## config.mk

```make
export PLATFORM = sky130hd
export DESIGN_NAME = mixgen_rng
export DESIGN_NICKNAME = d
export VERILOG_FILES = /design/src/rtl/mixgen_pkg.sv /design/src/rtl/mwc_lane.sv /design/src/rtl/xs_lane.sv /design/src/rtl/lcg_lane.sv /design/src/rtl/mix_stage.sv /design/src/rtl/mixgen_rng.sv
export SDC_FILE = /design/constraint.sdc
export NUM_CORES = 1
export LEC_CHECK = 0
export ABC_AREA = 1
export ABC_CLOCK_PERIOD_IN_PS = 7100
export BUFFER_PORTS_ARGS = -buffer_cell sky130_fd_sc_hd__buf_2
export CAP_MARGIN = 20
export CORE_MARGIN = 2
export CORE_UTILIZATION = 58
export CTS_CLUSTER_SIZE = 24
export DETAILED_ROUTE_END_ITERATION = 16
export PLACE_DENSITY = 0.77
export REMOVE_ABC_BUFFERS = 1
export SLEW_MARGIN = 15
export SYNTH_ARGS = -nofsm -noshare
export SYNTH_HDL_FRONTEND = slang
export SYNTH_SLANG_ARGS = --single-unit
```

## constraint.sdc

```tcl
create_clock -name clk -period 7.1 [get_ports clk]
set_clock_uncertainty 0.2 [all_clocks]
set_input_delay 1.065 -clock clk [delete_from_list [all_inputs] [get_ports clk]]
set_output_delay 1.065 -clock clk [all_outputs]
set_load 0.02 [all_outputs]
```

## src/rtl/mixgen_pkg.sv

```systemverilog
`timescale 1ns/1ps
package mixgen_pkg;

  localparam int WORD_W = 32;
  localparam int HALF_W = WORD_W / 2;

  typedef logic [WORD_W-1:0] word_t;

  // multiply-with-carry: multiplier * low half + high half
  function automatic word_t mwc_next(input word_t s, input word_t mult);
    word_t lo;
    word_t hi;
    lo = word_t'(s[HALF_W-1:0]);
    hi = word_t'(s[WORD_W-1:HALF_W]);
    return (lo * mult) + hi;
  endfunction

  // three-stage xorshift, each stage feeding the next
  function automatic word_t xs_next(input word_t s, input int unsigned a,
                                    input int unsigned b, input int unsigned c);
    word_t t;
    t = s ^ (s << a);
    t = t ^ (t >> b);
    t = t ^ (t << c);
    return t;
  endfunction

  // linear congruential step modulo 2^WORD_W
  function automatic word_t lcg_next(input word_t s, input word_t mult, input word_t inc);
    return (s * mult) + inc;
  endfunction

  // join the two multiply-with-carry lanes
  function automatic word_t mwc_join(input word_t z, input word_t w);
    return (z << HALF_W) + w;
  endfunction

  // final mix of all four freshly updated lanes
  function automatic word_t mix_word(input word_t z, input word_t w,
                                     input word_t x, input word_t c);
    return (mwc_join(z, w) ^ c) + x;
  endfunction

endpackage

```

## src/rtl/mwc_lane.sv

```systemverilog
`timescale 1ns/1ps
module mwc_lane
  import mixgen_pkg::*;
#(
  parameter word_t MULT = 32'd36969,
  parameter word_t SEED = 32'd362436069
) (
  input  logic  clk,
  input  logic  rst,
  input  logic  adv,
  input  logic  load,
  input  word_t load_val,
  output word_t state_q,
  output word_t state_nxt
);

  assign state_nxt = mwc_next(state_q, MULT);

  always_ff @(posedge clk) begin
    if (rst)       state_q <= SEED;
    else if (load) state_q <= load_val;
    else if (adv)  state_q <= state_nxt;
  end

endmodule

```

## src/rtl/xs_lane.sv

```systemverilog
`timescale 1ns/1ps
module xs_lane
  import mixgen_pkg::*;
#(
  parameter int unsigned SH_A       = 13,
  parameter int unsigned SH_B       = 17,
  parameter int unsigned SH_C       = 5,
  parameter word_t       SEED       = 32'd123456789,
  parameter bit          ZERO_GUARD = 1'b1
) (
  input  logic  clk,
  input  logic  rst,
  input  logic  adv,
  input  logic  load,
  input  word_t load_val,
  output word_t state_q,
  output word_t state_nxt
);

  word_t load_fix;

  generate
    if (ZERO_GUARD) begin : g_guard
      assign load_fix = (load_val == '0) ? SEED : load_val;
    end else begin : g_plain
      assign load_fix = load_val;
    end
  endgenerate

  assign state_nxt = xs_next(state_q, SH_A, SH_B, SH_C);

  always_ff @(posedge clk) begin
    if (rst)       state_q <= SEED;
    else if (load) state_q <= load_fix;
    else if (adv)  state_q <= state_nxt;
  end

endmodule

```

## src/rtl/lcg_lane.sv

```systemverilog
`timescale 1ns/1ps
module lcg_lane
  import mixgen_pkg::*;
#(
  parameter word_t MULT = 32'd69069,
  parameter word_t INC  = 32'd1234567,
  parameter word_t SEED = 32'd380116160
) (
  input  logic  clk,
  input  logic  rst,
  input  logic  adv,
  input  logic  load,
  input  word_t load_val,
  output word_t state_q,
  output word_t state_nxt
);

  assign state_nxt = lcg_next(state_q, MULT, INC);

  always_ff @(posedge clk) begin
    if (rst)       state_q <= SEED;
    else if (load) state_q <= load_val;
    else if (adv)  state_q <= state_nxt;
  end

endmodule

```

## src/rtl/mix_stage.sv

```systemverilog
`timescale 1ns/1ps
module mix_stage
  import mixgen_pkg::*;
(
  input  logic  clk,
  input  logic  rst,
  input  logic  fire,
  input  word_t z_nxt,
  input  word_t w_nxt,
  input  word_t x_nxt,
  input  word_t c_nxt,
  output word_t word_q,
  output logic  valid_q
);

  word_t mixed;

  assign mixed = mix_word(z_nxt, w_nxt, x_nxt, c_nxt);

  always_ff @(posedge clk) begin
    if (rst) begin
      word_q  <= '0;
      valid_q <= 1'b0;
    end else begin
      valid_q <= fire;
      if (fire) word_q <= mixed;
    end
  end

endmodule

```

## src/rtl/mixgen_rng.sv

```systemverilog
`timescale 1ns/1ps
module mixgen_rng
  import mixgen_pkg::*;
#(
  parameter word_t       Z_MULT  = 32'd36969,
  parameter word_t       W_MULT  = 32'd18000,
  parameter int unsigned XS_A    = 13,
  parameter int unsigned XS_B    = 17,
  parameter int unsigned XS_C    = 5,
  parameter word_t       C_MULT  = 32'd69069,
  parameter word_t       C_INC   = 32'd1234567,
  parameter word_t       Z_SEED  = 32'd362436069,
  parameter word_t       W_SEED  = 32'd521288629,
  parameter word_t       XS_SEED = 32'd123456789,
  parameter word_t       C_SEED  = 32'd380116160
) (
  input  logic              clk,
  input  logic              rst,
  input  logic              step_en,
  input  logic              seed_load,
  input  logic [WORD_W-1:0] seed_z,
  input  logic [WORD_W-1:0] seed_w,
  input  logic [WORD_W-1:0] seed_x,
  input  logic [WORD_W-1:0] seed_c,
  output logic [WORD_W-1:0] rnd_out,
  output logic              rnd_valid
);

  // named internal events
  logic  step_fire;
  logic  load_fire;
  word_t z_q, w_q, x_q, c_q;
  word_t z_nxt, w_nxt, x_nxt, c_nxt;

  assign load_fire = seed_load;
  assign step_fire = step_en & ~seed_load;

  mwc_lane #(.MULT(Z_MULT), .SEED(Z_SEED)) u_lane_z (
    .clk(clk), .rst(rst), .adv(step_fire), .load(load_fire),
    .load_val(seed_z), .state_q(z_q), .state_nxt(z_nxt));

  mwc_lane #(.MULT(W_MULT), .SEED(W_SEED)) u_lane_w (
    .clk(clk), .rst(rst), .adv(step_fire), .load(load_fire),
    .load_val(seed_w), .state_q(w_q), .state_nxt(w_nxt));

  xs_lane #(.SH_A(XS_A), .SH_B(XS_B), .SH_C(XS_C), .SEED(XS_SEED), .ZERO_GUARD(1'b1)) u_lane_x (
    .clk(clk), .rst(rst), .adv(step_fire), .load(load_fire),
    .load_val(seed_x), .state_q(x_q), .state_nxt(x_nxt));

  lcg_lane #(.MULT(C_MULT), .INC(C_INC), .SEED(C_SEED)) u_lane_c (
    .clk(clk), .rst(rst), .adv(step_fire), .load(load_fire),
    .load_val(seed_c), .state_q(c_q), .state_nxt(c_nxt));

  mix_stage u_mix (
    .clk(clk), .rst(rst), .fire(step_fire),
    .z_nxt(z_nxt), .w_nxt(w_nxt), .x_nxt(x_nxt), .c_nxt(c_nxt),
    .word_q(rnd_out), .valid_q(rnd_valid));

endmodule

```

Word-level counts from Yosys, hierarchy flattened --
Index checks and enable logic that the tools add are counted.
Storage, ports and cells: bits in registers 161, word-level logic and storage cells 31
Operators by class: reductions and logical operators 2, bitwise gates (word level) 6, add/sub/neg operators 5, $mul 3, muxes and demuxes 9
Operator list (number):
- 2-to-1 mux 32 bit | 9
- XOR 32 bit | 3
- adder 32 bit | 2
- adder 31 x 16 -> 32 bit | 1
- adder 32 x 16 -> 32 bit | 1
- adder 32 x 21 -> 32 bit, second input constant | 1
- zero test 32 bit | 1
- multiplier 16 x 16 -> 32 bit, second input constant | 1
- multiplier 32 x 17 -> 32 bit, second input constant | 1
- XOR 32 x 15 -> 32 bit | 1
- multiplier 16 x 11 -> 27 bit, second input constant | 1
- nonzero test 2 bit | 1
- bitwise AND 1 bit | 1
- inverter 1 bit | 1

Longest topological paths before layout --
word-level depth 5, gate-level depth with buffers 52, depth with buffers taken out 52

Hierarchy --
Synthesis repeated with hierarchy kept, for this count alone.
Second synthesis, totals: cell total of the unflattened synthesis 4039, area, all modules 28513.6 um^2
By module, submodules not included:
- lcg_lane | area each 9308.9 um^2, cells each 1137, seq. area each 640.6 um^2, instances 1
- mwc_lane (u_lane_z) | area each 6392.4 um^2, cells each 867, seq. area each 640.6 um^2, instances 1
- mwc_lane (u_lane_w) | area each 5561.6 um^2, cells each 778, seq. area each 640.6 um^2, instances 1
- mix_stage | area each 4615.7 um^2, cells each 804, seq. area each 660.6 um^2, instances 1
- xs_lane | area each 2625.0 um^2, cells each 451, seq. area each 640.6 um^2, instances 1
- mixgen_rng | area each 10.0 um^2, cells each 2, seq. area each 0.0 um^2, instances 1

Worst setup path before layout --
Ideal clock, no wire load.
path kind register -> register, from register u_lane_w.state_q[5], to register u_mix.word_q[31], arrival time 7.301 ns, slack -0.510 ns, stages on the path, launching flop included 41, path through dfxtp_1 ha_1 ha_1 inv_1 fa_1 inv_1 fa_1 inv_1 fa_1 inv_1 ha_1 xor2_1 ha_1 nand2_1 inv_1 a221oi_1 o21ai_2 xor2_1 [5 not listed] o21ai_0 nand3_1 o21ai_0 xor2_1 xor2_1 ha_1 inv_1 nor3_1 nand2_1 nor4_1 nand2_1 o211ai_1 xor2_1 inv_1 nand2_1 nand3_1 nand2_1 inv_1
On the way: word-level cells in the longest chain between the ends 5
RTL lines:
- start: declaration | RTL line mwc_lane.sv:13 | output word_t state_q,
- start signal: assignment | RTL line mwc_lane.sv:21 | else if (load) state_q <= load_val;
- start signal: assignment | RTL line mwc_lane.sv:22 | else if (adv) state_q <= state_nxt;
- multiplier 16 x 11 -> 27 bit | RTL line mixgen_pkg.sv:15 | return (lo * mult) + hi;
- adder 31 x 16 -> 32 bit | RTL line mixgen_pkg.sv:15
- adder 32 bit | RTL line mixgen_pkg.sv:35 | return (z << HALF_W) + w;
- XOR 32 bit | RTL line mixgen_pkg.sv:41 | return (mwc_join(z, w) ^ c) + x;
- adder 32 bit | RTL line mixgen_pkg.sv:41
- end signal: assignment | RTL line mix_stage.sv:26 | if (fire) word_q <= mixed;
- end: declaration | RTL line mix_stage.sv:12 | output word_t word_q,
No other way between the ends. A chain may end at the register's enable or synchronous reset.

Worst setup path after layout --
from register u_lane_w.state_q[4], to register u_mix.word_q[31]
Same word-level chain as after synthesis.

==> impl_metrics.py <==
metrics = {
    "global_route": {
        "grt_pass1_vias": 25400,
        "antenna_found_initial": 2,
        "grt-ovfl-total": 0,
        "track_usage": 0.373,
        "grt_pass1_wl_mm": 130,
        "grt_start_max_net_pins": 83,
    },
    "drt": {
        "drc": 0,
        "routed_wirelength_mm": 85.6,
        "drt-pass1-iter-count": 6,
        "ant_nets": 0,
        "dr_total_vias": 24700,
        "viasPerCell": 5.65,
        "route.detailed.wl_per_inst_um": 19.6,
        "drtIter0Drc": 1745,
    },
    "cts": {
        "cts_buffers": 17,
        "cts_root_buffer": "clkbuf_16",
        "cts_tree": "yes",
        "htree_levels": 4,
        "path_clk_slew_ps": 80,
        "clkSinkCount": 161,
        "clock_path_buffers": 2,
        "clkLatencyLatePin_ps": 520,
    },
    "critical_path": {
        "cp_max_fo": 4,
        "critical-path-max-stage-delay_ps": 490,
        "critPathLaunch": "u_lane_w.state_q[4]$_SDFFE_PP1P_",
        "r2r-start": "u_lane_w.state_q[4]$_SDFFE_PP1P_",
        "worstPathRequired_ps": 7320,
        "crit_type": "reg -> reg",
        "cp-end-kind": "flip-flop",
        "path_delay_family": "adder cells",
        "crit_top_cell": "ha_4",
        "crit_path_start_kind": "flip-flop",
        "slowest_stage": "fa_1",
        "cp.buffers_inverters": 8,
        "cp.arrival_ps": 7870,
    },
    "timing": {
        "hold_violations": 0,
        "fmax_ghz": 0.131,
        "fin_crit_sh": 1.08,
        "tightest_slew_ps": 1020,
        "setup_viol": 10,
        "rsz0062_at_grt": "true",
        "finalCriticalPeriod_ps": 7660,
        "timing.slew.headroom": 0.320,
        "hold-worst-slack_ps": 313,
        "setup-tns-final_ps": -2910,
        "worst_slack_ps": -555,
        "slew_violations": 0,
    },
    "logic_synthesis": {
        "netlist_instances": 3205,
        "synth_flop_cell": "dfxtp_1",
        "synth_area_um2": 25400,
        "post_synth_num_cell_types": 51,
        "ys_ff_latch": 161,
        "async_flop_share": 0,
        "syn_avg_cell_area_um2": 7.94,
        "synth_edf_count": 0,
        "synth_warnings": 0,
        "yosysSeqAreaShare": 0.127,
    },
    "layout": {
        "area_delta_synth_final_pct": 26.8,
        "drive_gt1_frac": 0.248,
        "fin_area_um2": 32300,
        "fillers": 3236,
        "regArea_um2": 3250,
        "multi_input_area_um2": 20700,
        "num-nets-final": 4614,
    },
    "status": {
        "violations": "negative setup slack",
        "status": "complete, but fails checks",
    },
    "floorplanning": {
        "core_area_um2": 43200,
        "die_height_um": 213,
        "die-area_um2": 45600,
        "io_pins": 165,
        "num_rows": 76,
        "die_x_um": 213,
        "start_util": 0.589,
    },
    "worst_hold_path": {
        "hold_class": "reg -> reg",
        "min_from": "u_mix.word_q[0]$_SDFFE_PP0P_",
    },
    "placement": {
        "placed_area_um2": 29700,
        "port_buffers": 164,
        "hpwl_mm": 66.1,
        "gp_congestion": 0.971,
        "dp_slack_ps": -921,
    },
    "job": {
        "cap_violations": 0,
    },
}
==> placed cells by master (no fill, tap or decap), drive strengths merged, types with 16 or more instances in the layout <==
| cell type | netlist | layout |
|---|---|---|
| a21oi | 191 | 191 |
| a22oi | 60 | 60 |
| a31oi | 30 | 30 |
| buf | 8 | 606 |
| clkbuf | 55 | 18 |
| dfxtp | 161 | 161 |
| fa | 242 | 242 |
| ha | 473 | 473 |
| inv | 719 | 725 |
| nand2 | 506 | 506 |
| nand3 | 108 | 108 |
| nand4 | 26 | 26 |
| nor2 | 129 | 129 |
| nor3 | 16 | 16 |
| o211ai | 41 | 41 |
| o21ai | 118 | 118 |
| xnor2 | 93 | 93 |
| xor2 | 119 | 119 |
==> layer usage <==
layer	vias to the layer above	routed length [um]	global-route usage
li1	11500	-	-
met1	11900	32600	0.436
met2	1002	42000	0.643
met3	295	5980	0.0726
met4	2	4980	0.205
met5	-	11	0
==> metrics by stage <==
stage / std cells / util
finish: 4368 / 0.747
global placement: 4277 / 0.688
detailed placement: 4277 / 0.688
CTS: 4343 / 0.722
floorplan: 3142 / -
global route: 4365 / 0.747
==> final timing paths <==
check / cells after the start / end / slack, ps
worst max register to register: 40 / u_mix.word_q[31]$_SDFFE_PP0P_ / -560
worst min register to register: 2 / u_mix.word_q[0]$_SDFFE_PP0P_ / 310
worst min-delay path: 2 / u_mix.word_q[0]$_SDFFE_PP0P_ / 310
worst max-delay path: 40 / u_mix.word_q[31]$_SDFFE_PP0P_ / -560
==> registers in the layout, summed over array words and instances (netlist names) <==
register,count
u_mix.word_q,32
u_lane_z.state_q,32
u_lane_c.state_q,32
u_mix.valid_q,1
u_lane_x.state_q,32
u_lane_w.state_q,32
==> layout make-up <==
type                    count  share of cell area
well taps                 585              0.0227
multi-input cells        2261               0.643
diodes                      3            0.000233
clock buffers              18              0.0133
inverters                 720              0.0838
repair buffers            606               0.131
clock inverters            14             0.00535
flip-flops and latches    161               0.101
==> synthesized netlist by cell type, types with 3 or more instances <==
cell type,number,share of area
xor2_1,119,0.041
o31ai_1,4,0.0012
nand3_2,5,0.0020
o21bai_1,9,0.0027
o211ai_1,41,0.012
a21boi_0,4,0.0012
ha_1,473,0.23
inv_1,704,0.10
o21ai_0,105,0.021
xnor2_1,92,0.032
buf_1,7,0.0010
and2_1,3,0.00074
a21oi_2,3,0.0010
nor2_1,115,0.017
a21oi_1,187,0.037
clkbuf_1,55,0.0081
nand2_2,17,0.0042
o221ai_1,9,0.0031
nor2_2,9,0.0022
nand4_1,26,0.0064
dfxtp_1,161,0.13
nor4_1,15,0.0037
o22ai_1,15,0.0037
nand3_1,102,0.020
nand3b_1,8,0.0024
a31oi_1,30,0.0074
nand2_1,489,0.072
fa_1,242,0.19
nor2_4,5,0.0022
a22oi_1,60,0.018
or2_2,7,0.0017
inv_2,15,0.0022
o21ai_2,3,0.0010
o21ai_1,10,0.0020
a21o_1,8,0.0024
o21a_1,3,0.00089
a211oi_1,3,0.00089
nor3_1,14,0.0028
a221oi_1,12,0.0041
==> tightest hold or removal path, stage by stage (launching register included) <==
cell     delay [ps]
dfxtp_1         320
o21ai_0          80
nor2_1           80
==> kinds of logic after synthesis <==
group | after synthesis | synth area share
AOI/OAI and AO/OA | 515 | 0.122
xor gates and xnor gates | 212 | 0.0733
adders and majority gates | 715 | 0.423
buffers and inverters | 783 | 0.116
DFF | 161 | 0.127
and+or+nand+nor | 819 | 0.139
==> timing repair <==
| action | in CTS | in global routing |
|---|---|---|
| setup endpoints to repair | 14 | 16 |
| setup buffers | 34 | 27 |
| pin swaps | 65 | 115 |
| gates resized for setup | 139 | 190 |
| cloned | 0 | 0 |
| hold buffers | 0 | 0 |
Power is not shown: default switching activity piles up to over one toggle a cycle in this logic, so the estimate is an artifact.
